--- config.mk ---
export PLATFORM = sky130hd
export DESIGN_NAME = ser_chain_rdr
export DESIGN_NICKNAME = d
export VERILOG_FILES = /design/src/rtl/ser_chain_pkg.sv /design/src/rtl/ser_chain_judge.sv /design/src/rtl/ser_chain_shift.sv /design/src/rtl/ser_chain_rdr.sv
export SDC_FILE = /design/constraint.sdc
export NUM_CORES = 1
export LEC_CHECK = 0
export ABC_AREA = 1
export ABC_CLOCK_PERIOD_IN_PS = 3500
export BUFFER_PORTS_ARGS = -buffer_cell sky130_fd_sc_hd__buf_2
export CORE_MARGIN = 10
export CORE_UTILIZATION = 40
export DETAILED_ROUTE_END_ITERATION = 6
export PLACE_DENSITY_LB_ADDON = 0.25
export SETUP_SLACK_MARGIN = 0.2
export SYNTH_ARGS = -nofsm -noshare
export SYNTH_HDL_FRONTEND = slang
export SYNTH_SLANG_ARGS = --single-unit
--- constraint.sdc ---
create_clock -name clk -period 3.5 [get_ports clk]
set_input_delay 0.35 -clock clk [delete_from_list [all_inputs] [get_ports clk]]
set_output_delay 0.35 -clock clk [all_outputs]
set_load 0.005 [all_outputs]
--- src/rtl/ser_chain_pkg.sv ---
package ser_chain_pkg;

   localparam int BYTE_W = 8;
   // generator x^5+x^4+x^2+1, top-aligned in an 8-bit register
   localparam logic [7:0] CRC_TAP = 8'hA8;

   typedef struct packed {
      logic crc;
      logic hot;
      logic uva;
      logic uvw;
      logic flt;
   } dev_flags_t;

   function automatic logic [4:0] crc5_of(input logic [7:0] d);
      logic [7:0] r;
      r = d;
      for (int k = 0; k < BYTE_W; k++) begin
         r = r[7] ? ({r[6:0], 1'b0} ^ CRC_TAP) : {r[6:0], 1'b0};
      end
      return r[7:3];
   endfunction

endpackage

--- src/rtl/ser_chain_judge.sv ---
module ser_chain_judge
   import ser_chain_pkg::*;
#(
   parameter bit STATUS_BYTE = 1'b1
) (
   input  logic       [7:0] in_b,
   input  logic       [7:0] st_b,
   input  logic             pin_flt,
   input  logic             ign_uv,
   output dev_flags_t       flags,
   output logic             trusted,
   output logic       [7:0] data_o
);

   localparam logic HAS_ST = STATUS_BYTE;

   always_comb begin
      flags.crc = HAS_ST && (st_b[7:3] != crc5_of(in_b));
      flags.hot = HAS_ST && st_b[1];
      flags.uva = HAS_ST && !ign_uv && !st_b[2];
      flags.uvw = HAS_ST && !ign_uv && !st_b[0];
      flags.flt = !ign_uv && pin_flt;
      trusted   = !(flags.flt || flags.crc || flags.hot || flags.uva);
      data_o    = trusted ? in_b : 8'h00;
   end

endmodule

--- src/rtl/ser_chain_shift.sv ---
module ser_chain_shift #(
   parameter int TOT_BITS = 48,
   parameter int SCK_DIV  = 2
) (
   input  logic                clk,
   input  logic                rst_n,
   input  logic                start,
   input  logic                miso,
   output logic                sck,
   output logic                cs_n,
   output logic [TOT_BITS-1:0] frame,
   output logic                frame_vld
);

   localparam int DIV_W = (SCK_DIV > 1) ? $clog2(SCK_DIV) : 1;
   localparam int BIT_W = $clog2(TOT_BITS + 1);
   localparam logic [DIV_W-1:0] DIV_LAST = DIV_W'(SCK_DIV - 1);
   localparam logic [BIT_W-1:0] BIT_END  = BIT_W'(TOT_BITS);

   typedef enum logic [1:0] {S_IDLE, S_SHIFT, S_END} st_t;

   st_t             st;
   logic [DIV_W-1:0] div_q;
   logic [BIT_W-1:0] nbit_q;

   always_ff @(posedge clk or negedge rst_n) begin
      if (!rst_n) begin
         st        <= S_IDLE;
         sck       <= 1'b0;
         cs_n      <= 1'b1;
         div_q     <= '0;
         nbit_q    <= '0;
         frame     <= '0;
         frame_vld <= 1'b0;
      end else begin
         frame_vld <= 1'b0;
         case (st)
            S_IDLE: begin
               if (start) begin
                  st     <= S_SHIFT;
                  cs_n   <= 1'b0;
                  div_q  <= '0;
                  nbit_q <= '0;
               end
            end
            S_SHIFT: begin
               if (div_q == DIV_LAST) begin
                  div_q <= '0;
                  if (!sck) begin
                     sck    <= 1'b1;
                     frame  <= {frame[TOT_BITS-2:0], miso};
                     nbit_q <= nbit_q + 1'b1;
                  end else begin
                     sck <= 1'b0;
                     if (nbit_q == BIT_END) begin
                        st   <= S_END;
                        cs_n <= 1'b1;
                     end
                  end
               end else begin
                  div_q <= div_q + 1'b1;
               end
            end
            S_END: begin
               frame_vld <= 1'b1;
               st        <= S_IDLE;
            end
            default: st <= S_IDLE;
         endcase
      end
   end

endmodule

--- src/rtl/ser_chain_rdr.sv ---
module ser_chain_rdr
   import ser_chain_pkg::*;
#(
   parameter int N_DEV       = 3,
   parameter bit STATUS_BYTE = 1'b1,
   parameter int FAULT_W     = N_DEV,
   parameter int SCK_DIV     = 2
) (
   input  logic                     clk,
   input  logic                     rst_n,
   input  logic                     start,
   input  logic                     ign_uv,
   input  logic [FAULT_W-1:0]       fault_in,
   input  logic                     miso,
   output logic                     sck,
   output logic                     cs_n,
   output logic [N_DEV*BYTE_W-1:0]  in_vec,
   output logic [N_DEV-1:0]         crc_err,
   output logic [N_DEV-1:0]         over_temp,
   output logic [N_DEV-1:0]         uv_alarm,
   output logic [N_DEV-1:0]         uv_warn,
   output logic [N_DEV-1:0]         fault_seen,
   output logic [N_DEV-1:0]         dev_ok,
   output logic                     done
);

   localparam int WORD_B   = STATUS_BYTE ? 2 : 1;
   localparam int STRIDE   = WORD_B * BYTE_W;
   localparam int TOT_BITS = N_DEV * STRIDE;
   localparam int VEC_W    = N_DEV * BYTE_W;

   if (N_DEV < 1) begin : g_bad_ndev
      $error("N_DEV must be at least 1");
   end
   if (FAULT_W != 1 && FAULT_W != N_DEV) begin : g_bad_fault
      $error("FAULT_W must be 1 or N_DEV");
   end
   if (SCK_DIV < 1) begin : g_bad_div
      $error("SCK_DIV must be at least 1");
   end

   logic [TOT_BITS-1:0] frame;
   logic                frame_vld;

   ser_chain_shift #(
      .TOT_BITS (TOT_BITS),
      .SCK_DIV  (SCK_DIV)
   ) u_shift (
      .clk       (clk),
      .rst_n     (rst_n),
      .start     (start),
      .miso      (miso),
      .sck       (sck),
      .cs_n      (cs_n),
      .frame     (frame),
      .frame_vld (frame_vld)
   );

   logic [VEC_W-1:0] j_data;
   logic [N_DEV-1:0] j_crc, j_hot, j_uva, j_uvw, j_flt, j_ok;

   for (genvar d = 0; d < N_DEV; d++) begin : g_dev
      localparam int IB = TOT_BITS - 1 - d * STRIDE;
      logic [7:0]  in_b, st_b;
      logic        pin;
      dev_flags_t  fl;

      assign in_b = frame[IB -: BYTE_W];
      if (STATUS_BYTE) begin : g_st
         assign st_b = frame[IB-BYTE_W -: BYTE_W];
      end else begin : g_nost
         assign st_b = 8'hFF;
      end
      if (FAULT_W == 1) begin : g_shared
         assign pin = fault_in[0];
      end else begin : g_own
         assign pin = fault_in[d];
      end

      ser_chain_judge #(
         .STATUS_BYTE (STATUS_BYTE)
      ) u_judge (
         .in_b    (in_b),
         .st_b    (st_b),
         .pin_flt (pin),
         .ign_uv  (ign_uv),
         .flags   (fl),
         .trusted (j_ok[d]),
         .data_o  (j_data[d*BYTE_W +: BYTE_W])
      );

      assign j_crc[d] = fl.crc;
      assign j_hot[d] = fl.hot;
      assign j_uva[d] = fl.uva;
      assign j_uvw[d] = fl.uvw;
      assign j_flt[d] = fl.flt;
   end

   always_ff @(posedge clk or negedge rst_n) begin
      if (!rst_n) begin
         in_vec     <= '0;
         crc_err    <= '0;
         over_temp  <= '0;
         uv_alarm   <= '0;
         uv_warn    <= '0;
         fault_seen <= '0;
         dev_ok     <= '0;
         done       <= 1'b0;
      end else begin
         done <= frame_vld;
         if (frame_vld) begin
            in_vec     <= j_data;
            crc_err    <= j_crc;
            over_temp  <= j_hot;
            uv_alarm   <= j_uva;
            uv_warn    <= j_uvw;
            fault_seen <= j_flt;
            dev_ok     <= j_ok;
         end
      end
   end

endmodule

==> qor.txt <==
Worst EP arrival - 2.55 ns
Synth Flop Type - dfrtp_1
CTS root buf - clkbuf_16
Tcrit/Tclk final - 0.647
Final nets - 742
Worst R2R Start - u_shift.frame_vld$_DFF_PN0_
Drt drc - 0
# diodes - 0
Sequential share of power - 0.524
Final WL - 12500 µm
Clock Skew - 0.00461 ns
Setup Fix Bufs, Post-CTS - 0
Htree depth - 3
Worst setup EP type - register
DR iter-0 viols - 337
Height of the die - 135 µm
R2R setup slack - 1.23 ns
CTS sink cnt - 103
Critical Path Fanout Max - 27
Leak Pwr - 3.02 nW
Routed WL per cell - 13.8 µm
Slew headroom - 0.454
Hold buffers post-CTS - 0
Final setup TNS - 0 ns
Avg Inst Size Synth - 7.69 µm²
CTS tree - yes
Critical setup path kind - register to register
Die ar. - 18200 µm²
Final count of hold timing violations - 0
Post-synth EDFFs - 0
Initial antenna violation count - 0
Switching part of the total - 0.228
Clock buffer count from CTS - 9
Fmax - 441 MHz
Share of cells above drive strength 1 - 0.167
GRT Util Overall - 0.143
Worst-Margin Slew - 0.812 ns
Port Buffer Count - 52
Dominant cell by count in the synthesized netlist - nand2_1
Detail Route Antenna Nets - 0
GP Congestion - 0.873
Cell Pwr Density - 386 nW/µm²
DRT Pass-1 Iters - 6
Area share of the largest cell type after synthesis - 0.483
Seq/Total Area, Yosys - 0.488
Final Max Slew Viols - 0
Pint - 0.00178 W
Reg2Reg Depth - 4
Clock Tree Buf Depth - 2
Cts repair resizes - 0
CP Launch Type - register
Post-Syn Nets - 697
Largest stage delay, worst path - 0.78 ns
Post-synth top cells - nand2_1 (297), dfrtp_1 (102), inv_1 (48)
Final min period - 2.27 ns
Synth Warn # - 0
Unique masters post-synth - 34
Status - completed
Peak VDD IR - 0.247 mV
RSZ-0062 raised after global routing - no
Initial Util - 0.414
GRT Residual Overflow - 0
Post-synth top area cell - dfrtp_1
Logic gate share of total power - 0.041
Crit path required time - 3.79 ns
# setup viols final - 0
CTS clk-pin slew, worst paths - 0.07 ns
Largest net degree at the start of global routing - 52
Via density - 4.97
Dominant cells by area after synthesis - dfrtp_1 (48%), nand2_1 (21%), o21ai_0 (4.3%)
IO Count - 53
Layout Area Growth over Synthesis - 12.9%
Mapped Area - 5280 µm²
Delay-heaviest family, CP - simple AND/OR/NAND/NOR gates
CP Cell Sequence - inv_2 -> nor4_2 -> nand4_1 -> nand2_1
Die X - 135 µm
Min-delay worst type - input pin to async pin
Vias in the first global route - 4286
CORE AREA - 12800 µm²
Reg-to-Reg End - in_vec[13]$_DFFE_PN0P_
Ys async rst share - 1.00
HPWL after detailed placement - 9130 µm
Buffers plus inverters on the worst setup path - 1
Clock insertion delay at the later pin of the skew report - 0.35 ns
Seq cells post-synth - 103
Crit-path slowest cell - nor4_2
Psw - 0.000523 W
Syn Inst Count - 687
Clock Power Share - 0.435
Global-route wire length before repair - 21200 µm
Max_cap viols - 0
Via Count - 4520
Rows - 41
Final hold slack - 0.0325 ns
[routing by layer]
metal | track usage | wire length, µm | vias up
met3 | 0.0467 | 650 | 11
met4 | 0.0375 | 152 | 0
met5 | 0 | 0 | -
li1 | - | - | 2262
met1 | 0.175 | 5670 | 2154
met2 | 0.237 | 6040 | 93
[placed cells by master, fill, tap and decap left out, types with 3 or more instances in the layout]
cell type   count
inv_1          48
nand4_1        26
clkbuf_16       9
nor2_1         24
xor2_1          4
nor2_4          3
a21oi_1         5
buf_2          51
inv_2          14
xnor2_1         9
nand3_1        39
nor4_2          3
clkinvlp_4      4
nor3_1          5
nand2_2        20
o21ai_0        45
buf_4           5
dfrtp_1       102
nand2_1       297
[worst max-delay path by stage]
stage	endpoint	slack (ns)	depth (start not counted)	from
after floorplan	crc_err[2]$_DFFE_PN0P_	1.91	15	u_shift.frame[13]$_DFFE_PN0P_
after CTS	in_vec[13]$_DFFE_PN0P_	1.23	4	u_shift.frame_vld$_DFF_PN0_
after global routing	in_vec[13]$_DFFE_PN0P_	0.99	4	u_shift.frame_vld$_DFF_PN0_
after detailed placement	in_vec[13]$_DFFE_PN0P_	1.24	4	u_shift.frame_vld$_DFF_PN0_
final	in_vec[13]$_DFFE_PN0P_	1.23	4	u_shift.frame_vld$_DFF_PN0_
after global placement	in_vec[13]$_DFFE_PN0P_	1.32	4	u_shift.frame_vld$_DFF_PN0_
[registers in the layout (all words and copies together) (netlist names), 2 cells and up]
register / count
u_shift.st: 2
in_vec: 24
uv_alarm: 3
u_shift.frame: 48
uv_warn: 3
dev_ok: 3
fault_seen: 3
over_temp: 3
u_shift.nbit_q: 6
crc_err: 3
[power groups by stage]
stage	Combinational (W)	Clock, W	Sequential [W]
4_1_cts	0.0000966	0.00103	0.00120
3_5_place_dp	0.0000966	0	0.00123
6_report	0.0000946	0.00100	0.00121
5_1_grt	0.000110	0.00108	0.00121
2_1_floorplan	0.0000538	0	0.00123
3_3_place_gp	0.0000946	0	0.00123
[logic make-up (layout without fill, tap and decap cells)]
group | Yosys count | after routing | synth area share
adders and majority gates | 2 | 2 | 0.00474
DFF | 103 | 103 | 0.488
AOI/OAI and AO/OA | 57 | 57 | 0.0571
xor gates and xnor gates | 14 | 14 | 0.0246
buffers and inverters | 85 | 135 | 0.0696
and+or+nand+nor | 426 | 426 | 0.356
[final cells by class]
class                      count  area [µm²]
fill                        1277        6810
multi-input combinational    499        2340
timing repair buffer          56         293
tap                          172         215
inverter                      63         239
sequential                   103        2580
clock buffer                   9         225
clock inverter                 7        73.8
[worst reg2reg max path: stages, from the launching register on]
cell,delay (ns)
dfrtp_1,0.70
inv_2,0.37
nor4_2,0.79
nand4_1,0.24
nand2_1,0.11
[metrics by stage]
step | utilization | instances | power (W) | area [µm²] | setup WS (ns)
floorplan | - | 687 | 0.00128 | 5280 | 1.91
global placement | 0.444 | 893 | 0.00132 | 5670 | 1.32
detailed placement | 0.444 | 893 | 0.00132 | 5670 | 1.24
CTS | 0.467 | 909 | 0.00233 | 5970 | 1.23
global route | 0.467 | 909 | 0.00239 | 5970 | 0.994
finish | 0.467 | 909 | 0.00230 | 5970 | 1.23
Power figures use the tool's default switching activity.
